<file path="src/rtl/refsched_pkg.sv">
package refsched_pkg;

    typedef enum logic [1:0] {
        ST_IDLE = 2'd0,
        ST_PRE  = 2'd1,
        ST_REF  = 2'd2
    } seq_state_e;

    // Bit order: cs_n, ras_n, cas_n, we_n, a10
    typedef struct packed {
        logic cs_n;
        logic ras_n;
        logic cas_n;
        logic we_n;
        logic a10;
    } sdr_cmd_t;

    localparam sdr_cmd_t CMD_DESEL = 5'b11110;
    localparam sdr_cmd_t CMD_NOP   = 5'b01110;
    localparam sdr_cmd_t CMD_PREA  = 5'b00101;
    localparam sdr_cmd_t CMD_AREF  = 5'b00010;

    function automatic int unsigned ceil_div(input int unsigned num, input int unsigned den);
        return (num + den - 1) / den;
    endfunction

endpackage

</file>
<file path="src/rtl/refsched_timer.sv">
module refsched_timer #(
    parameter int unsigned INTERVAL_CLKS = 1040
) (
    input  logic clk,
    input  logic rst_n,
    input  logic run,
    output logic tick
);
    localparam int unsigned TW = (INTERVAL_CLKS > 2) ? $clog2(INTERVAL_CLKS) : 1;
    localparam logic [TW-1:0] LAST = TW'(INTERVAL_CLKS - 1);

    typedef struct packed {
        logic [TW-1:0] cnt;
    } timer_t;

    timer_t r_d, r_q;

    always_comb begin
        r_d = r_q;
        if (!run)
            r_d.cnt = '0;
        else if (r_q.cnt == LAST)
            r_d.cnt = '0;
        else
            r_d.cnt = r_q.cnt + 1'b1;
    end

    always_ff @(posedge clk or negedge rst_n) begin
        if (!rst_n) r_q <= '0;
        else        r_q <= r_d;
    end

    assign tick = run && (r_q.cnt == LAST);

endmodule

</file>
<file path="src/rtl/refsched_backlog.sv">
module refsched_backlog #(
    parameter int unsigned MAX_PENDING = 8
) (
    input  logic clk,
    input  logic rst_n,
    input  logic add,
    input  logic take,
    output logic nonzero,
    output logic full
);
    localparam int unsigned CW = $clog2(MAX_PENDING + 1);
    localparam logic [CW-1:0] TOP = CW'(MAX_PENDING);

    typedef struct packed {
        logic [CW-1:0] cnt;
    } backlog_t;

    backlog_t r_d, r_q;
    logic     inc, dec;

    always_comb begin
        inc = add  && (r_q.cnt != TOP);
        dec = take && (r_q.cnt != '0);
        r_d = r_q;
        case ({inc, dec})
            2'b10:   r_d.cnt = r_q.cnt + 1'b1;
            2'b01:   r_d.cnt = r_q.cnt - 1'b1;
            default: r_d.cnt = r_q.cnt;
        endcase
    end

    always_ff @(posedge clk or negedge rst_n) begin
        if (!rst_n) r_q <= '0;
        else        r_q <= r_d;
    end

    assign nonzero = (r_q.cnt != '0);
    assign full    = (r_q.cnt == TOP);

endmodule

</file>
<file path="src/rtl/refsched_seq.sv">
module refsched_seq
    import refsched_pkg::*;
#(
    parameter int unsigned NUM_BANKS = 4,
    parameter int unsigned TRP_CLKS  = 3,
    parameter int unsigned TRC_CLKS  = 9
) (
    input  logic                 clk,
    input  logic                 rst_n,
    input  logic                 start,
    input  logic [NUM_BANKS-1:0] bank_open,
    output sdr_cmd_t             cmd,
    output logic                 busy,
    output logic                 issued
);
    localparam int unsigned MAXW = (TRP_CLKS > TRC_CLKS) ? TRP_CLKS : TRC_CLKS;
    localparam int unsigned WW   = $clog2(MAXW + 1);
    localparam logic [WW-1:0] RP_LOAD = WW'(TRP_CLKS - 1);
    localparam logic [WW-1:0] RC_LOAD = WW'(TRC_CLKS - 1);

    typedef struct packed {
        seq_state_e    st;
        logic [WW-1:0] wait_cnt;
        sdr_cmd_t      cmd;
    } seq_t;

    seq_t r_d, r_q;

    always_comb begin
        r_d = r_q;
        unique case (r_q.st)
            ST_IDLE: begin
                r_d.cmd = CMD_DESEL;
                if (start) begin
                    if (|bank_open) begin
                        r_d.st       = ST_PRE;
                        r_d.wait_cnt = RP_LOAD;
                        r_d.cmd      = CMD_PREA;
                    end else begin
                        r_d.st       = ST_REF;
                        r_d.wait_cnt = RC_LOAD;
                        r_d.cmd      = CMD_AREF;
                    end
                end
            end
            ST_PRE: begin
                if (r_q.wait_cnt == '0) begin
                    r_d.st       = ST_REF;
                    r_d.wait_cnt = RC_LOAD;
                    r_d.cmd      = CMD_AREF;
                end else begin
                    r_d.wait_cnt = r_q.wait_cnt - 1'b1;
                    r_d.cmd      = CMD_NOP;
                end
            end
            ST_REF: begin
                if (r_q.wait_cnt == '0) begin
                    r_d.st  = ST_IDLE;
                    r_d.cmd = CMD_DESEL;
                end else begin
                    r_d.wait_cnt = r_q.wait_cnt - 1'b1;
                    r_d.cmd      = CMD_NOP;
                end
            end
            default: begin
                r_d.st  = ST_IDLE;
                r_d.cmd = CMD_DESEL;
            end
        endcase
    end

    always_ff @(posedge clk or negedge rst_n) begin
        if (!rst_n) begin
            r_q.st       <= ST_IDLE;
            r_q.wait_cnt <= '0;
            r_q.cmd      <= CMD_DESEL;
        end else begin
            r_q <= r_d;
        end
    end

    assign cmd    = r_q.cmd;
    assign busy   = (r_q.st != ST_IDLE);
    assign issued = (r_q.st == ST_REF) && (r_q.wait_cnt == RC_LOAD);

endmodule

</file>
<file path="src/rtl/refresh_sched.sv">
module refresh_sched
    import refsched_pkg::*;
#(
    parameter int unsigned NUM_BANKS     = 4,
    parameter int unsigned INTERVAL_CLKS = 1040,
    parameter int unsigned MAX_PENDING   = 8,
    parameter int unsigned CLK_PERIOD_PS = 7500,
    parameter int unsigned TRP_PS        = 20000,
    parameter int unsigned TRC_PS        = 65000
) (
    input  logic                 clk,
    input  logic                 rst_n,
    input  logic                 init_done,
    input  logic [NUM_BANKS-1:0] bank_open,
    input  logic                 ref_gnt,
    output logic                 ref_req,
    output logic                 ref_urgent,
    output logic                 ref_busy,
    output logic                 cmd_cs_n,
    output logic                 cmd_ras_n,
    output logic                 cmd_cas_n,
    output logic                 cmd_we_n,
    output logic                 cmd_a10
);
    localparam int unsigned TRP_CLKS = ceil_div(TRP_PS, CLK_PERIOD_PS);
    localparam int unsigned TRC_CLKS = ceil_div(TRC_PS, CLK_PERIOD_PS);

    logic     due_tick, have_pending, issued;
    sdr_cmd_t cmd;

    refsched_timer #(.INTERVAL_CLKS(INTERVAL_CLKS)) u_timer (
        .clk  (clk),
        .rst_n(rst_n),
        .run  (init_done),
        .tick (due_tick)
    );

    refsched_backlog #(.MAX_PENDING(MAX_PENDING)) u_backlog (
        .clk    (clk),
        .rst_n  (rst_n),
        .add    (due_tick),
        .take   (issued),
        .nonzero(have_pending),
        .full   (ref_urgent)
    );

    refsched_seq #(
        .NUM_BANKS(NUM_BANKS),
        .TRP_CLKS (TRP_CLKS),
        .TRC_CLKS (TRC_CLKS)
    ) u_seq (
        .clk      (clk),
        .rst_n    (rst_n),
        .start    (ref_req && ref_gnt),
        .bank_open(bank_open),
        .cmd      (cmd),
        .busy     (ref_busy),
        .issued   (issued)
    );

    assign ref_req   = have_pending && !ref_busy;
    assign cmd_cs_n  = cmd.cs_n;
    assign cmd_ras_n = cmd.ras_n;
    assign cmd_cas_n = cmd.cas_n;
    assign cmd_we_n  = cmd.we_n;
    assign cmd_a10   = cmd.a10;

endmodule

</file>
<file path="config.mk">
export PLATFORM = sky130hd
export DESIGN_NAME = refresh_sched
export DESIGN_NICKNAME = d
export VERILOG_FILES = /design/src/rtl/refsched_pkg.sv /design/src/rtl/refsched_timer.sv /design/src/rtl/refsched_backlog.sv /design/src/rtl/refsched_seq.sv /design/src/rtl/refresh_sched.sv
export SDC_FILE = /design/constraint.sdc
export NUM_CORES = 1
export LEC_CHECK = 0
export CORE_MARGIN = 2
export CORE_UTILIZATION = 54
export DETAILED_ROUTE_END_ITERATION = 8
export PLACE_DENSITY = 0.77
export SYNTH_ARGS = -nofsm -noshare
export SYNTH_HDL_FRONTEND = slang
export SYNTH_SLANG_ARGS = --single-unit
export TNS_END_PERCENT = 30
</file>
<file path="constraint.sdc">
create_clock -name clk -period 4.2 [get_ports clk]
set_clock_uncertainty 0.05 [all_clocks]
set_input_delay 0.84 -clock clk [delete_from_list [all_inputs] [get_ports clk]]
set_output_delay 0.84 -clock clk [all_outputs]
set_load 0.02 [all_outputs]
</file>
==> results of run 1 <==
## worst paths after layout
| path | end | cells after the start | startpoint | slack [ps] |
|---|---|---|---|---|
| max in group asynchronous | u_seq.cmd[4] | 2 | rst_n | 2340 |
| setup / recovery | ref_req | 3 | u_backlog.r_q[1] | 1150 |
| setup reg to reg | u_backlog.r_q[3] | 10 | u_timer.r_q[0] | 1480 |
| min in group asynchronous | u_timer.r_q[3] | 1 | rst_n | 1010 |
| hold reg to reg | u_timer.r_q[0] | 1 | u_timer.r_q[0] | 450 |
| hold / removal | u_timer.r_q[0] | 1 | u_timer.r_q[0] | 450 |
## cell type report
| type | instances | area [µm²] | area share, % |
|---|---|---|---|
| clock buffers | 4 | 36.3 | 2.15 |
| inverters | 15 | 56.3 | 3.33 |
| multi-input cells | 102 | 747 | 44.2 |
| flip-flops and latches | 26 | 656 | 38.8 |
| well taps | 30 | 37.5 | 2.22 |
| repair buffers | 16 | 158 | 9.33 |
## flip-flops by register name (all words and copies together), names as in the netlist
signal,count
u_timer.r_q,11
u_seq.r_q,6
u_seq.cmd,5
u_backlog.r_q,4
## worst reg2reg max path: cells and delay by family (launching register included)
kind | cells | cell delay, ps
AO/OA/AOI/OAI | 2 | 370
XOR/XNOR | 1 | 140
adder cells (fa/ha/maj) | 3 | 740
flip-flops | 1 | 420
multiplexers | 1 | 250
AND/OR/NAND/NOR | 3 | 700
## metrics by stage
| stage | hold WS (ps) | power (mW) | area (µm²) |
|---|---|---|---|
| after global placement | 417 | 0.675 | 1650 |
| after CTS | 452 | 0.815 | 1690 |
| final | 449 | 0.810 | 1690 |
| after floorplan | 397 | 0.578 | 1470 |
| after detailed placement | 432 | 0.686 | 1650 |
| after global routing | 477 | 0.863 | 1690 |
## per-layer routing
metal,global-route usage (%),share of wire [%],vias up
li1,-,-,544
met1,24.9,47,536
met2,33.3,47,22
met3,3.02,3.7,5
met4,6.80,1.6,0
met5,0,0,-
## power by group through the flow
stage | registers (mW) | logic, mW | clock network, mW
after floorplan | 0.362 | 0.216 | 0
after global placement | 0.341 | 0.334 | 0
after detailed placement | 0.343 | 0.344 | 0
after CTS | 0.339 | 0.345 | 0.132
after global routing | 0.344 | 0.382 | 0.138
final | 0.339 | 0.344 | 0.127
## cells in the mapped netlist (4+ instances only)
library cell   n  area share [%]
a21oi_1        7             2.4
dfrtp_1       22              37
dfstp_2        4             7.2
ha_1           9             7.7
inv_1         14             3.6
nand2_1       13             3.3
nand3_1        5             1.7
nor2_1        15             3.8
nor4_1         4             1.7
o21ai_0        6             2.0
xnor2_1        7             4.2
xor2_1         4             2.4
## kinds of logic (layout without fill, tap and decap cells)
| family | after synthesis | after routing |
|---|---|---|
| flip-flops | 26 | 26 |
| adder cells (fa/ha/maj) | 10 | 10 |
| AO/OA/AOI/OAI | 27 | 27 |
| buffers and inverters | 17 | 35 |
| AND/OR/NAND/NOR | 52 | 52 |
| XOR/XNOR | 11 | 11 |
| multiplexers | 2 | 2 |
==> results.py, run 1 <==
metrics = {
    "status": {
        "outcome": "complete, no violations",
    },
    "hold_path": {
        "hold_class": "flop to flop",
    },
    "timing": {
        "maxSlewViolCount": 0,
        "fmax_mhz": 328,
        "setup_ws_ps": 1150,
        "hold_viol": 0,
        "fin_crit_sh_pct": 72.6,
        "rsz0062_at_grt": "false",
        "fin_crit_ps": 3050,
        "setup_tns_ps": 0,
        "setup-violations-final": 0,
        "relSlewSlack_pct": 29.7,
        "worstMarginPinSlew_ps": 1050,
    },
    "finish": {
        "layout_commonest_cell": "dfrtp_1",
        "final_cell_mix": "dfrtp_1, nor2_1, clkdlybuf4s50_1, inv_1, nand2_1",
        "nets": 182,
        "diodes": 0,
        "n_fill_cell": 214,
        "finalNonFillerCells": 193,
        "fin_util_pct": 67.0,
        "area_growth_pct": 15.1,
        "drive_gt1_share_pct": 11.7,
    },
    "cts": {
        "insertion_delay_ps": 330,
        "hold_buffers": 0,
        "clockBufferDepth": 2,
        "path_clk_slew_ps": 150,
        "cts_root_buffer": "clkbuf_4",
        "cts_buffers": 3,
        "htree_levels": 1,
        "post_cts_buffers": 0,
        "cts_tree": "yes",
        "cts_sinks": 26,
        "cts_resized": 0,
    },
    "logic_synthesis": {
        "synth_edf_count": 0,
        "synth_top_family_by_area": "simple AND/OR/NAND/NOR gates",
        "syn_inst": 145,
        "post_synth_fa_ha_maj_area_fraction_pct": 9.03,
        "syn_nets": 163,
        "ys_ff_latch": 26,
        "synth-simple-area-share_pct": 19.3,
        "yosysSeqAreaShare_pct": 44.6,
        "synth_area_um2": 1470,
        "avgSynthCellArea_um2": 10.1,
        "ys_async_sr_fraction_pct": 100,
        "synthFlopType": "dfrtp_1",
        "yosys_warnings": 0,
        "synth_xor_area_share_pct": 6.56,
        "synth.distinct_cells": 41,
        "muxShareOfSynthArea_pct": 1.36,
        "synth_compound_area_share_pct": 14.6,
    },
    "worst_setup_path": {
        "slowest_delay_ps": 600,
        "cpMaxStageDelayCell": "or4_4",
        "crit_type": "flop to output port",
        "cp-start-kind": "flop",
        "critical_path_required_ps": 3310,
        "critPathTopFamily": "simple AND/OR/NAND/NOR gates",
        "crit_chain": "or4_4 -> and2_2 -> clkdlybuf4s50_1",
        "cp.arrival_ps": 2160,
        "crit_fanout": 6,
        "cp.buffers_inverters": 1,
        "end_kind": "output port",
    },
    "placement": {
        "dp_slack_ps": 1330,
        "port_buffers": 15,
        "gp_congestion": 0.885,
        "dp_cells": 189,
        "hpwl_um": 2050,
    },
    "floorplanning": {
        "initial_utilization_pct": 58.2,
        "coreArea_um2": 2520,
        "die_h_um": 56.2,
        "ioPinCount": 16,
        "die_area_um2": 3150,
        "fp.dieW_um": 56.2,
        "rows": 18,
    },
    "drt": {
        "dr.pass1.iters": 4,
        "viasPerCell": 5.74,
        "route.detailed.drc": 0,
        "route.vias.total": 1107,
        "postRouteAntennaNets": 0,
        "drt_iter0_markers": 19,
        "totalWireLength_um": 2730,
        "wire_per_inst_um": 14.1,
    },
    "global_route": {
        "first_global_vias": 1144,
        "grtUsageTotal_pct": 19.5,
        "grt_pass1_wl_um": 4940,
        "grt_antenna_before_repair": 0,
        "grt_max_degree": 25,
        "grt.overflow.total": 0,
    },
    "power_and_ir_drop": {
        "p_sw_mw": 0.298,
        "internal_power_mw": 0.512,
        "leakage_nw": 0.771,
        "power_frac_comb_pct": 42.5,
        "powerDensity_nw_per_um2": 479,
        "p_sw_share_pct": 36.8,
        "power_frac_clock_pct": 15.7,
        "vdd_ir_drop_max_mv": 0.441,
        "pwr-share-seq_pct": 41.8,
    },
    "job": {
        "maxCapViolations": 0,
    },
}
Note: power is estimated with default switching activity, not from simulation.
==> run 2: changes to the inputs <==
==> constraint.sdc (replaced) <==
create_clock -name clk -period 3 [get_ports clk]
set_clock_uncertainty 0.05 [all_clocks]
set_input_delay 0.6 -clock clk [delete_from_list [all_inputs] [get_ports clk]]
set_output_delay 0.6 -clock clk [all_outputs]
set_load 0.02 [all_outputs]
==> results.py, run 2 (synthesis results as in run 1) <==
metrics = {
    "cts": {
        "htree_levels": 1,
        "cts_root_buffer": "clkbuf_4",
        "path_clk_slew_ps": 140,
        "cts_sinks": 26,
        "hold_buffers": 0,
        "cts_resized": 0,
        "cts_buffers": 3,
        "insertion_delay_ps": 310,
        "clockBufferDepth": 2,
        "post_cts_buffers": 0,
        "cts_tree": "yes",
    },
    "timing": {
        "whs_ps": 441,
        "fin_crit_sh_pct": 93.3,
        "fmax_mhz": 357,
        "maxSlewViolCount": 0,
        "relSlewSlack_pct": 69.7,
        "setup_ws_ps": 201,
        "rsz0062_at_grt": "false",
        "setup_tns_ps": 0,
        "worstMarginPinSlew_ps": 454,
        "hold_viol": 0,
        "setup-violations-final": 0,
        "fin_crit_ps": 2800,
    },
    "finish": {
        "final_cell_mix": "dfrtp_1, nor2_1, clkdlybuf4s50_1, inv_1, nand2_1",
        "diodes": 0,
        "fin_util_pct": 67.0,
        "reg_top3": "u_timer.r_q: 11 flops, u_seq.r_q: 6 flops, u_seq.cmd: 5 flops",
        "largest_reg_flops": 11,
        "nets": 182,
        "fin_area_um2": 1690,
        "drive_gt1_share_pct": 11.7,
        "regMostFlops": "u_timer.r_q",
        "layout_commonest_cell": "dfrtp_1",
        "area_growth_pct": 15.1,
    },
    "floorplanning": {
        "die_area_um2": 3150,
        "die_h_um": 56.2,
        "rows": 18,
        "fp.dieW_um": 56.2,
        "coreArea_um2": 2520,
        "initial_utilization_pct": 58.2,
        "ioPinCount": 16,
    },
    "worst_setup_path": {
        "cp.arrival_ps": 2150,
        "crit_type": "flop to output port",
        "cp-start-kind": "flop",
        "end_kind": "output port",
        "critical_path_required_ps": 2350,
        "crit_fanout": 6,
    },
    "power_and_ir_drop": {
        "p_sw_share_pct": 36.5,
        "power_frac_comb_pct": 42.7,
        "internal_power_mw": 0.717,
        "pwr-share-seq_pct": 41.9,
        "leakage_nw": 0.771,
        "vdd_ir_drop_max_mv": 0.591,
        "power_frac_clock_pct": 15.4,
        "powerDensity_nw_per_um2": 668,
        "p_sw_mw": 0.412,
    },
    "placement": {
        "port_buffers": 15,
        "placed_area_um2": 1650,
        "dp_slack_ps": 342,
        "hpwl_um": 2110,
        "gp_congestion": 0.890,
    },
    "drt": {
        "dr.pass1.iters": 4,
        "postRouteAntennaNets": 0,
        "route.detailed.drc": 0,
        "drt_iter0_markers": 36,
        "wire_per_inst_um": 14.2,
        "viasPerCell": 5.76,
        "totalWireLength_um": 2750,
        "route.vias.total": 1111,
    },
    "hold_path": {
        "hold_class": "flop to flop",
    },
    "job": {
        "maxCapViolations": 0,
    },
    "status": {
        "outcome": "complete, no violations",
    },
    "global_route": {
        "grt_antenna_before_repair": 0,
        "first_global_vias": 1080,
        "grt.overflow.total": 0,
        "grt_max_degree": 27,
        "grt_pass1_wl_um": 4590,
        "grtUsageTotal_pct": 18.2,
    },
}
-- run 2: cell counts in the layout (fill, tap and decap cells not counted) --
Identical to the previous run, type by type.
-- run 2: metrics by stage --
stage,instances,total power [mW]
floorplan,145,0.810
global placement,189,0.945
detailed placement,189,0.961
CTS,193,1.14
global route,193,1.20
finish,193,1.13
-- run 2: critical path, cell delays in order (launching register included) --
cell             delay, ps
dfrtp_1                480
or4_4                  600
and2_2                 210
clkdlybuf4s50_1        540
-- run 2: power by group through the flow --
stage | clock (mW) | sequential, mW | combinational (mW)
global route | 0.189 | 0.481 | 0.530
detailed placement | 0 | 0.479 | 0.482
CTS | 0.180 | 0.472 | 0.484
floorplan | 0 | 0.507 | 0.302
finish | 0.174 | 0.472 | 0.482
global placement | 0 | 0.476 | 0.469
-- run 2: cell type report --
cell class	count	area, µm²
sequential	26	656
timing repair buffer	16	158
multi-input combinational	102	747
tap	30	37.5
inverter	15	56.3
clock buffer	4	36.3
fill	194	832
-- run 2: path summary, 6_finish.rpt --
kind / start / to / slack, ps / depth (start not counted)
max in group asynchronous: rst_n / u_seq.cmd[3] / 2000 / 2
min: u_timer.r_q[0] / u_timer.r_q[0] / 440 / 1
max reg2reg: u_timer.r_q[0] / u_backlog.r_q[3] / 330 / 10
min in group asynchronous: rst_n / u_timer.r_q[5] / 580 / 2
max: u_backlog.r_q[1] / ref_req / 200 / 3
min reg2reg: u_timer.r_q[0] / u_timer.r_q[0] / 440 / 1
-- run 2: routing by layer --
metal | wire length [µm] | share of wire, % | global-route usage, %
met1 | 1270 | 46 | 25.1
met2 | 1360 | 49 | 30.8
met3 | 107 | 3.9 | 2.09
met4 | 12 | 0.44 | 4.08
met5 | 0 | 0 | 0
==> run 3: changes to the inputs <==
--- a/config.mk
+++ b/config.mk
@@ -8,8 +8,10 @@
 export CORE_MARGIN = 2
 export CORE_UTILIZATION = 54
 export DETAILED_ROUTE_END_ITERATION = 8
-export PLACE_DENSITY = 0.77
+export DONT_BUFFER_PORTS = 1
+export PLACE_DENSITY = 0.69
 export SYNTH_ARGS = -nofsm -noshare
 export SYNTH_HDL_FRONTEND = slang
+export SYNTH_HIERARCHICAL = 1
 export SYNTH_SLANG_ARGS = --single-unit
 export TNS_END_PERCENT = 30
==> results.py, run 3 <==
metrics = {
    "logic_synthesis": {
        "synth_area_um2": 1580,
        "ys_ff_latch": 26,
        "synthTopCellsByArea": "dfrtp_1, ha_1, dfstp_2",
        "syn_inst": 160,
        "synth_top_area_share_pct": 34.9,
        "yosysMostFrequentCell": "dfrtp_1",
        "synthFlopType": "dfrtp_1",
        "yosys_warnings": 6,
        "synth_edf_count": 0,
        "syn_nets": 178,
        "yosysSeqAreaShare_pct": 41.6,
        "yosys.area.top_type": "dfrtp_1",
        "ys_async_sr_fraction_pct": 100,
        "synth.distinct_cells": 46,
        "avgSynthCellArea_um2": 9.86,
        "ys_top_cells_by_count": "dfrtp_1, a21oi_1, inv_1",
    },
    "power_and_ir_drop": {
        "p_sw_mw": 0.637,
        "power_frac_clock_pct": 12.4,
        "pwr-share-seq_pct": 40.4,
        "internal_power_mw": 0.825,
        "leakage_nw": 0.710,
        "p_sw_share_pct": 43.6,
        "powerDensity_nw_per_um2": 871,
        "vdd_ir_drop_max_mv": 0.656,
        "power_frac_comb_pct": 47.2,
    },
    "timing": {
        "setup_tns_ps": 0,
        "maxSlewViolCount": 0,
        "fin_crit_sh_pct": 93.5,
        "fin_crit_ps": 2800,
        "relSlewSlack_pct": 32.6,
        "setup-violations-final": 0,
        "hold_viol": 0,
        "rsz0062_at_grt": "false",
        "worstMarginPinSlew_ps": 1010,
        "fmax_mhz": 357,
    },
    "worst_setup_path": {
        "slowest_delay_ps": 580,
        "reg2reg_from": "u_timer/r_q[6]",
        "crit_path_end": "u_backlog/r_q[3]",
        "timing.rr.end": "u_backlog/r_q[3]",
        "cpMaxStageDelayCell": "or4_4",
        "crit_fanout": 4,
        "ff2ff_path_depth": 9,
        "cp-start-kind": "flop",
        "critical_path_required_ps": 3160,
        "end_kind": "flop",
        "cp.arrival_ps": 2960,
        "cp-startpoint": "u_timer/r_q[6]",
        "crit_chain": "or4_4 -> nor4_4 -> and2_1 -> nand2b_1 -> ha_2 -> ha_1 -> or4b_1 -> o311ai_1 -> o211ai_1",
        "reg2reg_slack_ps": 200,
        "crit_type": "flop to flop",
    },
    "drt": {
        "route.vias.total": 1239,
        "viasPerCell": 6.32,
        "totalWireLength_um": 3200,
        "top_layer": "met4",
        "met1_length_um": 1450,
        "wl_met2_um": 1510,
        "drt_iter0_markers": 59,
        "wire_per_inst_um": 16.3,
        "route.detailed.drc": 0,
        "postRouteAntennaNets": 0,
        "dr.pass1.iters": 4,
        "wl_met3_um": 196,
    },
    "hold_path": {
        "hold_class": "input pin to async pin",
    },
    "floorplanning": {
        "initial_utilization_pct": 57.2,
        "fp.dieW_um": 58.1,
        "die_h_um": 58.1,
        "rows": 19,
        "coreArea_um2": 2760,
        "ioPinCount": 16,
        "die_area_um2": 3370,
    },
    "placement": {
        "placed_area_um2": 1600,
        "hpwl_um": 2190,
        "gp_congestion": 0.874,
        "dp_cells": 189,
        "port_buffers": 0,
    },
    "global_route": {
        "grt.overflow.total": 0,
        "grt_antenna_before_repair": 0,
        "grt_pass1_wl_um": 5160,
        "first_global_vias": 1147,
        "grtUsageTotal_pct": 20.1,
        "grt_max_degree": 23,
    },
    "finish": {
        "reg_top3": "u_timer/r_q: 11 flops, u_seq/r_q: 6 flops, u_seq/cmd: 5 flops",
        "fin_area_um2": 1680,
        "layout_commonest_cell": "dfrtp_1",
        "drive_gt1_share_pct": 17.0,
        "nets": 184,
        "final_cell_mix": "dfrtp_1, a21oi_1, inv_1, nand2_1, nor2_1",
        "n_fill_cell": 234,
        "diodes": 0,
        "regMostFlops": "u_timer/r_q",
        "finalNonFillerCells": 196,
        "largest_reg_flops": 11,
        "area_growth_pct": 6.34,
    },
    "cts": {
        "cts_buffers": 3,
        "clockBufferDepth": 2,
        "htree_levels": 1,
        "cts_root_buffer": "clkbuf_4",
        "cts_tree": "yes",
        "path_clk_slew_ps": 150,
        "cts_sinks": 26,
        "insertion_delay_ps": 320,
    },
    "status": {
        "outcome": "complete, no violations",
    },
    "job": {
        "maxCapViolations": 0,
    },
}
run 3: power groups by stage:
stage	registers (mW)	clock network [mW]	logic, mW
6_report	0.590	0.182	0.689
5_1_grt	0.602	0.199	0.764
4_1_cts	0.587	0.187	0.678
3_5_place_dp	0.593	0	0.670
3_3_place_gp	0.588	0	0.648
2_1_floorplan	0.527	0	0.622
run 3: worst min path at each step:
stage                      from                to
after floorplan           rst_n  u_backlog/r_q[0]
after global placement    rst_n      u_seq/r_q[5]
after detailed placement  rst_n    u_timer/r_q[8]
after CTS                 rst_n      u_seq/cmd[2]
after global routing      rst_n      u_seq/cmd[2]
final                     rst_n      u_seq/cmd[2]
run 3: area by class of cell:
type	count	area [µm²]	share of cell area (%)
timing repair buffer	7	55.1	3.28
sequential	26	657	39.1
tap	31	38.8	2.31
inverter	13	48.8	2.91
multi-input combinational	115	842	50.2
clock buffer	4	36.3	2.16
run 3: per-stage QoR:
| step | worst slack [ps] | utilization, % | total power [mW] | hold slack (ps) |
|---|---|---|---|---|
| CTS | 131 | 59.6 | 1.45 | 31.5 |
| detailed placement | 167 | 57.9 | 1.26 | 255 |
| global placement | 205 | 57.9 | 1.24 | 255 |
| global route | 22.7 | 60.8 | 1.56 | 12.7 |
| floorplan | 108 | - | 1.15 | 254 |
| finish | 196 | 60.8 | 1.46 | 43.4 |
run 3: logic make-up (layout without fill, tap and decap cells):
| group | Yosys count | after routing | share of synthesized area [%] |
|---|---|---|---|
| AND/OR/NAND/NOR | 62 | 62 | 23.2 |
| AO/OA/AOI/OAI | 36 | 36 | 16.6 |
| flip-flops | 26 | 26 | 41.6 |
| buffers and inverters | 19 | 24 | 6.19 |
| adder cells (fa/ha/maj) | 10 | 10 | 8.41 |
| XOR/XNOR | 5 | 5 | 2.78 |
| multiplexers | 2 | 2 | 1.35 |
run 3: critical path, delay by kind of cell, from the launching register on:
| kind | cells | cell delay [ps] |
|---|---|---|
| and+or+nand+nor | 5 | 1440 |
| adders and majority gates | 2 | 480 |
| DFF | 1 | 450 |
| AOI/OAI and AO/OA | 2 | 250 |
run 3: per-layer routing:
layer	vias up	global-route usage, %
li1	593	-
met5	-	0
met2	44	31.5
met1	598	28.0
met4	0	8.31
met3	4	2.90
run 3: repair_timing:
action	4_1_cts	5_1_grt
gates resized for setup	0	4
hold buffers	1	0
buffers inserted	0	2
hold endpoints to repair	22	0
endpoints found under the setup margin	0	1
